[src/rtl/fpsc_pkg.sv]
package fpsc_pkg;
  localparam int REG_W     = 32;
  localparam int NEXC      = 5;
  localparam int RM_W      = 2;
  localparam int RM_LSB    = 0;
  localparam int CAUSE_LSB = 2;
  localparam int FLUSH_BIT = 8;
  localparam int EN_LSB    = 10;
  localparam int FLAG_LSB  = 26;
  localparam int SUM_BIT   = 31;
  localparam int SUM_W     = 4;   // flags folded into the summary bit

  typedef enum logic [RM_W-1:0] {
    RND_NEAREST = 2'd0,
    RND_ZERO    = 2'd1,
    RND_POS     = 2'd2,
    RND_NEG     = 2'd3
  } rnd_mode_e;
endpackage

[src/rtl/fpsc_ctrl_reg.sv]
module fpsc_ctrl_reg
  import fpsc_pkg::*;
#(
  parameter int N_EXC = NEXC,
  parameter int RMW   = RM_W
) (
  input  logic             clk,
  input  logic             rst,
  input  logic             wr_en,
  input  logic [RMW-1:0]   wr_rm,
  input  logic             wr_flush,
  input  logic [N_EXC-1:0] wr_en_bits,
  output logic [RMW-1:0]   round_mode,
  output logic             flush_denorm,
  output logic [N_EXC-1:0] exc_en
);
  always_ff @(posedge clk) begin
    if (rst) begin
      round_mode   <= RMW'(RND_NEAREST);
      flush_denorm <= 1'b0;
      exc_en       <= '0;
    end else if (wr_en) begin
      round_mode   <= wr_rm;
      flush_denorm <= wr_flush;
      exc_en       <= wr_en_bits;
    end
  end


  rm_load_chk: assert property (@(posedge clk) disable iff (rst)
    wr_en |=> (round_mode == $past(wr_rm)) && (flush_denorm == $past(wr_flush)));


  en_hold_chk: assert property (@(posedge clk) disable iff (rst)
    !wr_en |=> $stable(exc_en));
endmodule

[src/rtl/fpsc_flag_cell.sv]
module fpsc_flag_cell (
  input  logic clk,
  input  logic rst,
  input  logic wr_en,
  input  logic wr_keep,
  input  logic set_req,
  output logic flag_q
);
  logic sw_clr;
  assign sw_clr = wr_en & ~wr_keep;

  always_ff @(posedge clk) begin
    if (rst) flag_q <= 1'b0;
    else     flag_q <= (flag_q & ~sw_clr) | set_req;
  end


  sticky_hold_chk: assert property (@(posedge clk) disable iff (rst)
    (flag_q && !(wr_en && !wr_keep)) |=> flag_q);


  hw_set_wins_chk: assert property (@(posedge clk) disable iff (rst)
    set_req |=> flag_q);


  sw_clear_chk: assert property (@(posedge clk) disable iff (rst)
    (wr_en && !wr_keep && !set_req) |=> !flag_q);
endmodule

[src/rtl/fpsc_flag_bank.sv]
module fpsc_flag_bank
  import fpsc_pkg::*;
#(
  parameter int N_EXC = NEXC
) (
  input  logic             clk,
  input  logic             rst,
  input  logic             wr_en,
  input  logic [N_EXC-1:0] wr_keep,
  input  logic             op_done,
  input  logic [N_EXC-1:0] op_exc,
  input  logic [N_EXC-1:0] exc_en,
  output logic [N_EXC-1:0] flags
);
  logic [N_EXC-1:0] set_req;
  assign set_req = {N_EXC{op_done}} & op_exc & ~exc_en;

  for (genvar i = 0; i < N_EXC; i++) begin : g_cell
    fpsc_flag_cell u_cell (
      .clk     (clk),
      .rst     (rst),
      .wr_en   (wr_en),
      .wr_keep (wr_keep[i]),
      .set_req (set_req[i]),
      .flag_q  (flags[i])
    );


    enabled_no_set_chk: assert property (@(posedge clk) disable iff (rst)
      (!flags[i] && !(op_done && op_exc[i] && !exc_en[i])) |=> !flags[i]);
  end
endmodule

[src/rtl/fpsc_cause_unit.sv]
module fpsc_cause_unit
  import fpsc_pkg::*;
#(
  parameter int N_EXC = NEXC
) (
  input  logic             clk,
  input  logic             rst,
  input  logic             wr_en,
  input  logic [N_EXC-1:0] wr_cause,
  input  logic             op_done,
  input  logic [N_EXC-1:0] op_exc,
  input  logic [N_EXC-1:0] exc_en,
  output logic [N_EXC-1:0] cause,
  output logic             exc_req
);
  always_ff @(posedge clk) begin
    if (rst) begin
      cause   <= '0;
      exc_req <= 1'b0;
    end else begin
      exc_req <= op_done & (|(op_exc & exc_en));
      if (op_done)    cause <= op_exc;
      else if (wr_en) cause <= wr_cause;
    end
  end


  cause_load_chk: assert property (@(posedge clk) disable iff (rst)
    op_done |=> cause == $past(op_exc));


  req_raise_chk: assert property (@(posedge clk) disable iff (rst)
    (op_done && (|(op_exc & exc_en))) |=> exc_req);


  req_idle_chk: assert property (@(posedge clk) disable iff (rst)
    !op_done |=> !exc_req);
endmodule

[src/rtl/fpsc_top.sv]
module fpsc_top
  import fpsc_pkg::*;
(
  input  logic              clk,
  input  logic              rst,
  input  logic              wr_en,
  input  logic [REG_W-1:0]  wr_data,
  input  logic              op_done,
  input  logic [NEXC-1:0]   op_exc,
  output logic [REG_W-1:0]  rd_data,
  output logic [RM_W-1:0]   round_mode,
  output logic              flush_denorm,
  output logic              exc_req
);
  logic [NEXC-1:0] exc_en;
  logic [NEXC-1:0] flags;
  logic [NEXC-1:0] cause;

  fpsc_ctrl_reg #(.N_EXC(NEXC), .RMW(RM_W)) u_ctrl (
    .clk          (clk),
    .rst          (rst),
    .wr_en        (wr_en),
    .wr_rm        (wr_data[RM_LSB +: RM_W]),
    .wr_flush     (wr_data[FLUSH_BIT]),
    .wr_en_bits   (wr_data[EN_LSB +: NEXC]),
    .round_mode   (round_mode),
    .flush_denorm (flush_denorm),
    .exc_en       (exc_en)
  );

  fpsc_flag_bank #(.N_EXC(NEXC)) u_flags (
    .clk     (clk),
    .rst     (rst),
    .wr_en   (wr_en),
    .wr_keep (wr_data[FLAG_LSB +: NEXC]),
    .op_done (op_done),
    .op_exc  (op_exc),
    .exc_en  (exc_en),
    .flags   (flags)
  );

  fpsc_cause_unit #(.N_EXC(NEXC)) u_cause (
    .clk      (clk),
    .rst      (rst),
    .wr_en    (wr_en),
    .wr_cause (wr_data[CAUSE_LSB +: NEXC]),
    .op_done  (op_done),
    .op_exc   (op_exc),
    .exc_en   (exc_en),
    .cause    (cause),
    .exc_req  (exc_req)
  );

  // Reserved and read-only positions of the write value are dropped.
  logic unused_wr_bits;
  assign unused_wr_bits = ^{wr_data[SUM_BIT], wr_data[FLAG_LSB-1:EN_LSB+NEXC],
                            wr_data[FLUSH_BIT+1], wr_data[FLUSH_BIT-1]};

  always_comb begin
    rd_data = '0;
    rd_data[RM_LSB +: RM_W]    = round_mode;
    rd_data[CAUSE_LSB +: NEXC] = cause;
    rd_data[FLUSH_BIT]         = flush_denorm;
    rd_data[EN_LSB +: NEXC]    = exc_en;
    rd_data[FLAG_LSB +: NEXC]  = flags;
    rd_data[SUM_BIT]           = |flags[SUM_W-1:0];
  end


  summary_track_chk: assert property (@(posedge clk) disable iff (rst)
    (!wr_en && !op_done && !rd_data[SUM_BIT]) |=> !rd_data[SUM_BIT]);


  reset_clear_chk: assert property (@(posedge clk)
    rst |=> (rd_data == '0) && !exc_req);
endmodule

[config.mk]
export PLATFORM = sky130hd
export DESIGN_NAME = fpsc_top
export DESIGN_NICKNAME = d
export VERILOG_FILES = /design/src/rtl/fpsc_pkg.sv /design/src/rtl/fpsc_ctrl_reg.sv /design/src/rtl/fpsc_flag_cell.sv /design/src/rtl/fpsc_flag_bank.sv /design/src/rtl/fpsc_cause_unit.sv /design/src/rtl/fpsc_top.sv
export SDC_FILE = /design/constraint.sdc
export NUM_CORES = 1
export LEC_CHECK = 0
export BUFFER_PORTS_ARGS = -buffer_cell sky130_fd_sc_hd__clkbuf_2
export CAP_MARGIN = 20
export CORE_AREA = 4 4 54 56
export CTS_CLUSTER_DIAMETER = 150
export DETAILED_ROUTE_END_ITERATION = 8
export DIE_AREA = 0 0 58 60
export GPL_TIMING_DRIVEN = 0
export PLACE_DENSITY = 0.91
export SLEW_MARGIN = 20
export SYNTH_ARGS = -nofsm -noshare
export SYNTH_HDL_FRONTEND = slang
export SYNTH_SLANG_ARGS = --single-unit
[constraint.sdc]
create_clock -name clk -period 3.1 [get_ports clk]
set_clock_uncertainty 0.15 [all_clocks]
set_input_delay 0.62 -clock clk [delete_from_list [all_inputs] [get_ports clk]]
set_output_delay 0.62 -clock clk [all_outputs]
set_load 0.02 [all_outputs]
---- After elaboration in Yosys (flattened, before gate mapping) ----
Cells that the tools add are included.
word-level totals
  flip-flop bits (word level) ............. 19
cells by class
  multiplexer cells ....................... 2
  bitwise gates (word level) .............. 30
  reductions and logical operators ........ 3
operators by type and width
  operator           count
  $and 5x5->5        3
  $and 1x1->1        11
  $mux 5             2
  $not 1->1          10
  $not 5->5          1
  $or 1x1->1         5
  $reduce_or 5->1    1
  $reduce_or 4->1    1
  $reduce_bool 2->1  1

---- Logic depth before layout (Yosys ltp) ----
Gate-level depths: netlist (run 1).
  depth after elaboration ................. 5
  gate-level depth with buffers ........... 5
  gate-level depth less buffers ........... 3

---- Modules after synthesis ----
From an unflattened synthesis (run 1), not the netlist that was laid out.
second synthesis, totals
  cells, all modules ...................... 95
  area total of the unflattened synthesis .. 970.9 um^2
by module, submodules not included
  module           instances  cells each  area an instance (um^2)  seq. area each (um^2)
  fpsc_ctrl_reg    1          26          285.3                    160.2
  fpsc_cause_unit  1          26          279.0                    120.1
  fpsc_flag_cell   5          4           46.3                     20.0
  fpsc_top         1          18          131.4                    0.0
  fpsc_flag_bank   1          5           43.8                     0.0

---- Worst setup path after synthesis (run 1) ----
Ideal clock, no wire load.
  path type ............................... register to output
  from .................................... reg u_flags.g_cell[2].u_cell.flag_q
  to ...................................... out rd_data[31]
  arrival ................................. 924 ps
  data required time ...................... 2330 ps
  setup slack ............................. 1406 ps
  cell stages (with the launch flop) ...... 2
  cell sequence ........................... dfxtp_1 or4_1
on the way
  cells in the longest elaborated chain, start to end .. 1
RTL lines
  item                    line                  source
  start, declared         fpsc_flag_cell.sv:7   output logic flag_q
  start signal, assigned  fpsc_flag_cell.sv:14  else flag_q <= (flag_q & ~sw_clr) | set_req;
  $reduce_or 4->1         fpsc_top.sv:66        rd_data[SUM_BIT] = |flags[SUM_W-1:0];
  end, declared           fpsc_top.sv:10        output logic [REG_W-1:0] rd_data,
No other way between the ends.

---- Final worst setup path (run 1) ----
Ends and elaborated chain as after synthesis.

==> run metrics, run 1 <==
drt total wl=2090 µm; crit start category=register; Die ar.=3480 µm²; R2R cell count=2; Cells after Synth=99; via/cell ratio=4.21; number of global-route vias before repair=697; first-pass GRT wire length=3020 µm; Leak=0.712 nW; Post-DRT Antenna Nets=0; Reg clk slew, reported paths=100 ps; register area share after synthesis=0.401; DRC=0; die span in x=58 µm; Nets=204; top area cells in the synthesized netlist=dfxtp_1 40%, buf_4 17%, mux2i_1 14%, nor2_1 5.1%, mux2_2 4.7%; Crit path required time=2330 ps; CP max stage delay=510 ps; H-tree Lvls=1; Setup crit end kind=output pin; commonest non-fill, non-tap cell in the layout=clkbuf_2; final worst-path cycle share=0.663; pre-CTS WS=1360 ps; setup repair bufs after CTS=0; syn avg cell area=9.58 µm²; Syn Std Cell Area=948 µm²; yosys warns=0; Bufs and invs on worst path=1; number of port buffers=47; Switch Pwr=0.159 mW; Setup Viol. Count Final=0; CTS Root Cell=clkbuf_4; grt ovf=0; post-synth cell types=21; via count=809; Combinational Power Share=0.271; sequential fraction of design power=0.503; CP max stage cell=or4_1; Fmax=0.487 GHz; Initial Util=0.390; drt first-iter violations=7; post-cts sizing count=0; ordered list of cells on the worst path=or4_1 > clkbuf_2; Clock Sinks=19; RSZ-0062 raised after global routing=false; worst IR drop on VDD=0.264 mV; cell internal pwr=0.377 mW; core area=2430 µm²; fin worst setup slack=1050 ps; gpl congestion=0.782; largest net degree at the start of global routing=11; delay-heaviest family, CP=simple AND/OR/NAND/NOR gates; Clk pwr share=0.226; Post-Place Cells=188; maxcap violations=0; status=finished, final reports clean; Die Ht=60 µm; Fillers=239; wire length per cell=10.9 µm; switching power share of the total=0.297; max-slew violation count=0; Core Rows=18; placed wire-length estimate=1740 µm; CTS tree=yes; Worst Hold Class=register to register; P per Cell Area=415 nW/µm²; setup_tns=0 ps; initial antenna violation count=0; hold depth=2; worst-skew pair later-pin latency=280 ps; min Tclk post-route=2050 ps; n_diodes=0; most frequent cells in the layout=47 x clkbuf_2, 21 x buf_4, 19 x dfxtp_1; WP data arrival=1280 ps; Area Growth Syn to Fin=36.3%; Finished Layout Cells=192; Setup CP Type=register to output pin; I/O Pins=77; clk buf depth=2; Hold-fix buffers, CTS=0; cell taking the most area after synthesis=dfxtp_1; final hold vios=0; share of cells above drive strength 1=0.494; synthesized flop and latch total=19; total global-route track usage=0.110; DR pass1 iterations=5; area share of the largest cell type after synthesis=0.401; Worst path depth=2; Worst Path Max Fanout=3; cts bufs inserted=3
## metal layers
layer / global-route usage / up-vias / wire, µm
met3: 0.0238 / 4 / 168
met5: 0 / - / 0
met4: 0.0397 / 0 / 30
met2: 0.200 / 34 / 1080
met1: 0.127 / 344 / 806
li1: - / 427 / -
## cell families (layout without fill, tap and decap cells)
logic type,Yosys count,count (layout),synth area share
other,1,13,0.00395
buffers and inverters,27,78,0.218
DFF,19,19,0.401
muxes,17,17,0.185
AOI/OAI and AO/OA,14,14,0.0844
and+or+nand+nor,21,21,0.108
## sequential cells by signal (all words and copies together) (netlist names)
register	count
u_cause.cause	5
u_cause.exc_req	1
u_ctrl.exc_en	5
u_ctrl.flush_denorm	1
u_ctrl.round_mode	2
u_flags.g_cell.u_cell.flag_q	5
## stage by stage
| stage | utilization | hold slack, ps | area, µm² | total power [mW] |
|---|---|---|---|---|
| floorplan | - | 300 | 993 | 0.377 |
| global placement | 0.521 | 317 | 1270 | 0.419 |
| detailed placement | 0.521 | 334 | 1270 | 0.422 |
| CTS | 0.531 | 348 | 1290 | 0.544 |
| global route | 0.531 | 354 | 1290 | 0.561 |
| finish | 0.531 | 348 | 1290 | 0.537 |
## tightest hold or removal path: stages, from the launching register on
cell	delay [ps]
dfxtp_1	320
o21ai_0	80
a21oi_1	60
## Yosys cell counts
cell type  instances
nor2_1            13
buf_4             21
clkbuf_1           1
or4_1              1
mux2i_1           13
dfxtp_1           19
buf_12             1
o21ai_0            5
or2_2              1
mux2_2             4
a22oi_1            1
a21oi_1            6
nand3b_1           4
conb_1             1
buf_6              1
a222oi_1           1
nand2_1            1
buf_2              2
nand2b_1           1
inv_1              1
o21a_1             1
## area by class of cell
cell class                      count  area, µm²  share of cell area
Clock buffer                        4       26.3              0.0203
Multi-Input combinational cell     65        407               0.315
Sequential cell                    19        380               0.294
Tap cell                           30       37.5              0.0290
Inverter                            1       3.75             0.00290
Buffer                             26        203               0.157
Timing Repair Buffer               47        235               0.182
## worst paths after layout
kind | from | to | slack (ps)
setup / recovery | u_flags.g_cell[2].u_cell.flag_q$_SDFF_PP0_ | rd_data[31] | 1050
setup reg to reg | u_ctrl.exc_en[4]$_SDFFE_PP0P_ | u_cause.exc_req$_SDFF_PP0_ | 2050
hold / removal | u_flags.g_cell[4].u_cell.flag_q$_SDFF_PP0_ | u_flags.g_cell[4].u_cell.flag_q$_SDFF_PP0_ | 350
hold reg to reg | u_flags.g_cell[4].u_cell.flag_q$_SDFF_PP0_ | u_flags.g_cell[4].u_cell.flag_q$_SDFF_PP0_ | 350
## power by group through the flow
stage / Sequential (mW) / Combinational, mW / Clock (mW)
6_report: 0.270 / 0.145 / 0.121
5_1_grt: 0.273 / 0.157 / 0.132
2_1_floorplan: 0.288 / 0.0897 / 0
3_5_place_dp: 0.276 / 0.146 / 0
3_3_place_gp: 0.275 / 0.144 / 0
4_1_cts: 0.270 / 0.146 / 0.127
Power figures use the tool's default switching activity.
==> run 2: changes to the inputs <==
- CORE_AREA: 4 4 54 56 -> 4 4 58 60
- DIE_AREA: 0 0 58 60 -> 0 0 62 64
- PLACE_DENSITY: 0.91 -> 0.84
- clock period: 3.1 -> 1.75 ns (I/O delays scaled with it)
==> run metrics, run 2 (synthesis results as in run 1) <==
P per Cell Area=739 nW/µm²; gpl congestion=0.765; largest registers=u_cause.cause: 5 flops, u_ctrl.exc_en: 5 flops, u_flags.g_cell.u_cell.flag_q: 5 flops; R2R cell count=2; violated checks=negative setup slack; switching power share of the total=0.305; DR pass1 iterations=4; max-slew violation count=0; Setup crit end kind=output pin; final worst-path cycle share=1.03; first-pass GRT wire length=3290 µm; number of global-route vias before repair=806; hold path endpoint=u_ctrl.round_mode[1]$_SDFFE_PP0P_; CTS tree=yes; Fmax=0.555 GHz; initial antenna violation count=0; RSZ-0062 raised after global routing=true; Die ar.=3970 µm²; Clk pwr share=0.234; min Tclk post-route=1800 ps; Combinational Power Share=0.273; wire length per cell=10.8 µm; H-tree Lvls=1; reg-to-reg critical path startpoint=u_ctrl.exc_en[4]$_SDFFE_PP0P_; cell internal pwr=0.675 mW; status=complete, but fails checks; Clock Sinks=19; most frequent cells in the layout=46 x clkbuf_2, 21 x buf_4, 17 x dfxtp_1; maxcap violations=0; Post-DRT Antenna Nets=0; total global-route track usage=0.109; n_diodes=0; final hold vios=0; CTS Root Cell=clkbuf_4; worst-skew pair later-pin latency=290 ps; sequential fraction of design power=0.493; largest net degree at the start of global routing=13; Worst Path Max Fanout=3; Fillers=295; Worst R2R End=u_cause.exc_req$_SDFF_PP0_; Power Total=0.970 mW; Core Rows=20; DRC=0; commonest non-fill, non-tap cell in the layout=clkbuf_2; Nets=204; via/cell ratio=4.18; crit start category=register; grt ovf=0; worst IR drop on VDD=0.333 mV; Switch Pwr=0.296 mW; fin worst setup slack=-51.6 ps; critical hold path startpoint=wr_data[1]; I/O Pins=77; Reg clk slew, reported paths=120 ps; Setup Viol. Count Final=1; clk buf depth=2; core area=2930 µm²; die span in x=62 µm; Leak=0.714 nW; setup repair bufs after CTS=0; Worst Hold Class=primary input to register; R2R setup slack=710 ps; post-route cell area=1310 µm²; cts bufs inserted=3; share of cells above drive strength 1=0.519; WP data arrival=1300 ps; number of port buffers=47; placed wire-length estimate=1810 µm; Initial Util=0.324; drt first-iter violations=7; Area Growth Syn to Fin=38.4%; Setup CP Type=register to output pin; placed instance area=1270 µm²; via count=816; Crit path required time=1250 ps; drt total wl=2100 µm; final hold slack=136 ps; Die Ht=64 µm; hold depth=3
==> run 2: power by group through the flow <==
stage                     combinational, mW  clock [mW]  sequential, mW
after floorplan                       0.159           0           0.510
after global placement                0.256           0           0.487
after detailed placement              0.260           0           0.488
after CTS                             0.261       0.240           0.478
after global routing                  0.288       0.261           0.483
final                                 0.265       0.227           0.478
==> run 2: metrics by stage <==
step                      std cells   util  worst slack, ps  setup TNS, ps
after global routing            195  0.448             -107           -107
after floorplan                 111      -              326              0
final                           195  0.448            -51.6          -51.6
after detailed placement        191  0.434              272              0
after CTS                       195  0.444            -81.2          -81.2
after global placement          191  0.434              284              0
==> run 2: repair_timing <==
action,4_1_cts,5_1_grt
setup endpoints to repair,1,1
pin swaps,0,1
hold buffers,0,0
gates resized for setup,0,6
==> run 2: layout make-up <==
type	instances	area, µm²	share of cell area
Clock buffer	3	22.5	0.0172
Clock inverter	1	7.51	0.00572
Timing Repair Buffer	47	241	0.184
Tap cell	33	41.3	0.0315
Buffer	26	203	0.154
Sequential cell	19	383	0.292
Multi-Input combinational cell	65	410	0.313
Inverter	1	3.75	0.00286
==> run 2: worst max path at each step <==
stage / to / startpoint / cells past startpoint / slack, ps
4_1_cts: rd_data[31] / u_flags.g_cell[2].u_cell.flag_q$_SDFF_PP0_ / 2 / -80
3_3_place_gp: rd_data[31] / u_flags.g_cell[2].u_cell.flag_q$_SDFF_PP0_ / 2 / 280
2_1_floorplan: rd_data[31] / u_flags.g_cell[2].u_cell.flag_q$_SDFF_PP0_ / 1 / 330
5_1_grt: rd_data[31] / u_flags.g_cell[1].u_cell.flag_q$_SDFF_PP0_ / 2 / -110
6_report: rd_data[31] / u_flags.g_cell[1].u_cell.flag_q$_SDFF_PP0_ / 2 / -50
3_5_place_dp: rd_data[31] / u_flags.g_cell[2].u_cell.flag_q$_SDFF_PP0_ / 2 / 270
==> run 2: per-layer routing <==
layer | wire, µm | up-vias | track usage
li1 | - | 424 | -
met1 | 790 | 362 | 0.112
met2 | 1140 | 28 | 0.199
met3 | 165 | 2 | 0.0283
met4 | 9 | 0 | 0.0424
met5 | 0 | - | 0
==> run 2: critical path: stages, from the launching register on <==
cell and delay (ps):
dfxtp_2 340, or4_4 520, buf_6 140
==> run 3: changes to the inputs <==
- REMOVE_ABC_BUFFERS: not set -> 1
==> run metrics, run 3 (synthesis results as in run 1) <==
first-pass GRT wire length=3110 µm; Setup CP Type=register to output pin; FF/Latch Area=382 µm²; ordered list of cells on the worst path=or4_4 > buf_8; Die ar.=3970 µm²; fin worst setup slack=-45.4 ps; Initial Util=0.324; largest registers=u_cause.cause: 5 flops, u_ctrl.exc_en: 5 flops, u_flags.g_cell.u_cell.flag_q: 5 flops; share of cells above drive strength 1=0.432; via count=750; Area Growth Syn to Fin=18.7%; core area=2930 µm²; Post-Place Cells=167; Nets=181; H-tree Lvls=1; Worst Path Max Fanout=2; crit start category=register; RSZ-0062 raised after global routing=true; maxcap violations=0; cts bufs inserted=3; CTS Root Cell=clkbuf_4; clk buf depth=2; worst IR drop on VDD=0.514 mV; commonest non-fill, non-tap cell in the layout=clkbuf_2; I/O Pins=77; placed wire-length estimate=1590 µm; largest net degree at the start of global routing=20; Die Ht=64 µm; drt first-iter violations=7; CTS tree=yes; worst-skew pair later-pin latency=290 ps; Power Total=0.917 mW; Post-DRT Antenna Nets=0; number of global-route vias before repair=720; Core Rows=20; total global-route track usage=0.103; Setup crit end kind=output pin; status=complete, but fails checks; Fillers=303; Clock Sinks=19; n_diodes=0; grt ovf=0; CP max stage cell=or4_4; Worst Hold Class=primary input to register; Leak=0.592 nW; footprint of the multi-input gates=410 µm²; DR pass1 iterations=4; P per Cell Area=815 nW/µm²; Reg clk slew, reported paths=100 ps; final hold vios=0; min Tclk post-route=1800 ps; CP max stage delay=530 ps; via/cell ratio=4.36; final worst-path cycle share=1.03; drt total wl=2020 µm; violated checks=negative setup slack; Setup Viol. Count Final=1; die span in x=62 µm; Crit path required time=1250 ps; DRC=0; Finished Layout Cells=172; max-slew violation count=0; gpl congestion=0.703; wire length per cell=11.8 µm; WP data arrival=1300 ps; initial antenna violation count=0; Fmax=0.557 GHz; most frequent cells in the layout=48 x clkbuf_2, 18 x dfxtp_1, 13 x mux2i_1, 13 x nor2_1, 13 x conb_1; number of port buffers=49
## run 3: cell count changes in the layout (fill, tap and decap cells not counted)
cell	previous run	this run
buf_12	1	0
buf_2	2	0
buf_4	21	1
buf_6	2	0
buf_8	0	1
clkbuf_2	46	48
clkinvlp_4	1	0
dfxtp_1	17	18
dfxtp_2	2	1
## run 3: what timing repair did
action,4_1_cts,5_1_grt
resized for setup,4,1
hold endpoints to repair,0,0
buffers inserted,1,0
hold buffers,0,0
setup endpoints to repair,1,1
## run 3: report_power, final
| group | switching (mW) | internal [mW] | leakage (nW) |
|---|---|---|---|
| clock | 0.127 | 0.0885 | 0.0150 |
| sequential | 0.0176 | 0.460 | 0.157 |
| combinational | 0.132 | 0.0920 | 0.420 |
| total | 0.276 | 0.641 | 0.592 |
## run 3: cell type report
class / instances / share of cell area
multi-input combinational: 65 / 0.364
timing repair buffer: 50 / 0.233
inverter: 1 / 0.00333
clock buffer: 4 / 0.0233
sequential: 19 / 0.339
tap: 33 / 0.0367
## run 3: path summary, 6_finish.rpt
path                                                            startpoint  slack (ps)                                    endpoint  depth (start not counted)
worst min-delay path                                            wr_data[1]         140           u_ctrl.round_mode[1]$_SDFFE_PP0P_                          3
worst min register to register  u_flags.g_cell[4].u_cell.flag_q$_SDFF_PP0_         330  u_flags.g_cell[4].u_cell.flag_q$_SDFF_PP0_                          2
worst max-delay path            u_flags.g_cell[2].u_cell.flag_q$_SDFF_PP0_         -50                                 rd_data[31]                          2
worst max register to register               u_ctrl.exc_en[4]$_SDFFE_PP0P_         660                  u_cause.exc_req$_SDFF_PP0_                          2
## run 3: critical path: cells and delay by family (launching register included)
family | cells | cell delay (ps)
AND/OR/NAND/NOR | 1 | 530
flip-flops | 1 | 330
buffers and inverters | 1 | 140
## run 3: metrics by stage
| step | utilization | instance area (µm²) | setup slack, ps | hold WS (ps) | setup TNS, ps |
|---|---|---|---|---|---|
| floorplan | - | 791 | 241 | 269 | 0 |
| global placement | 0.368 | 1080 | 181 | 313 | 0 |
| detailed placement | 0.368 | 1080 | 175 | 319 | 0 |
| CTS | 0.384 | 1120 | -73.5 | 127 | -73.5 |
| global route | 0.385 | 1130 | -101 | 143 | -101 |
| finish | 0.385 | 1130 | -45.4 | 141 | -45.4 |
## run 3: routing by layer
metal | wire length [µm] | share of wire | track usage
met2 | 976 | 0.48 | 0.177
met1 | 857 | 0.42 | 0.115
met3 | 187 | 0.092 | 0.0465
met5 | 0 | 0 | 0
met4 | 0 | 0 | 0.0159
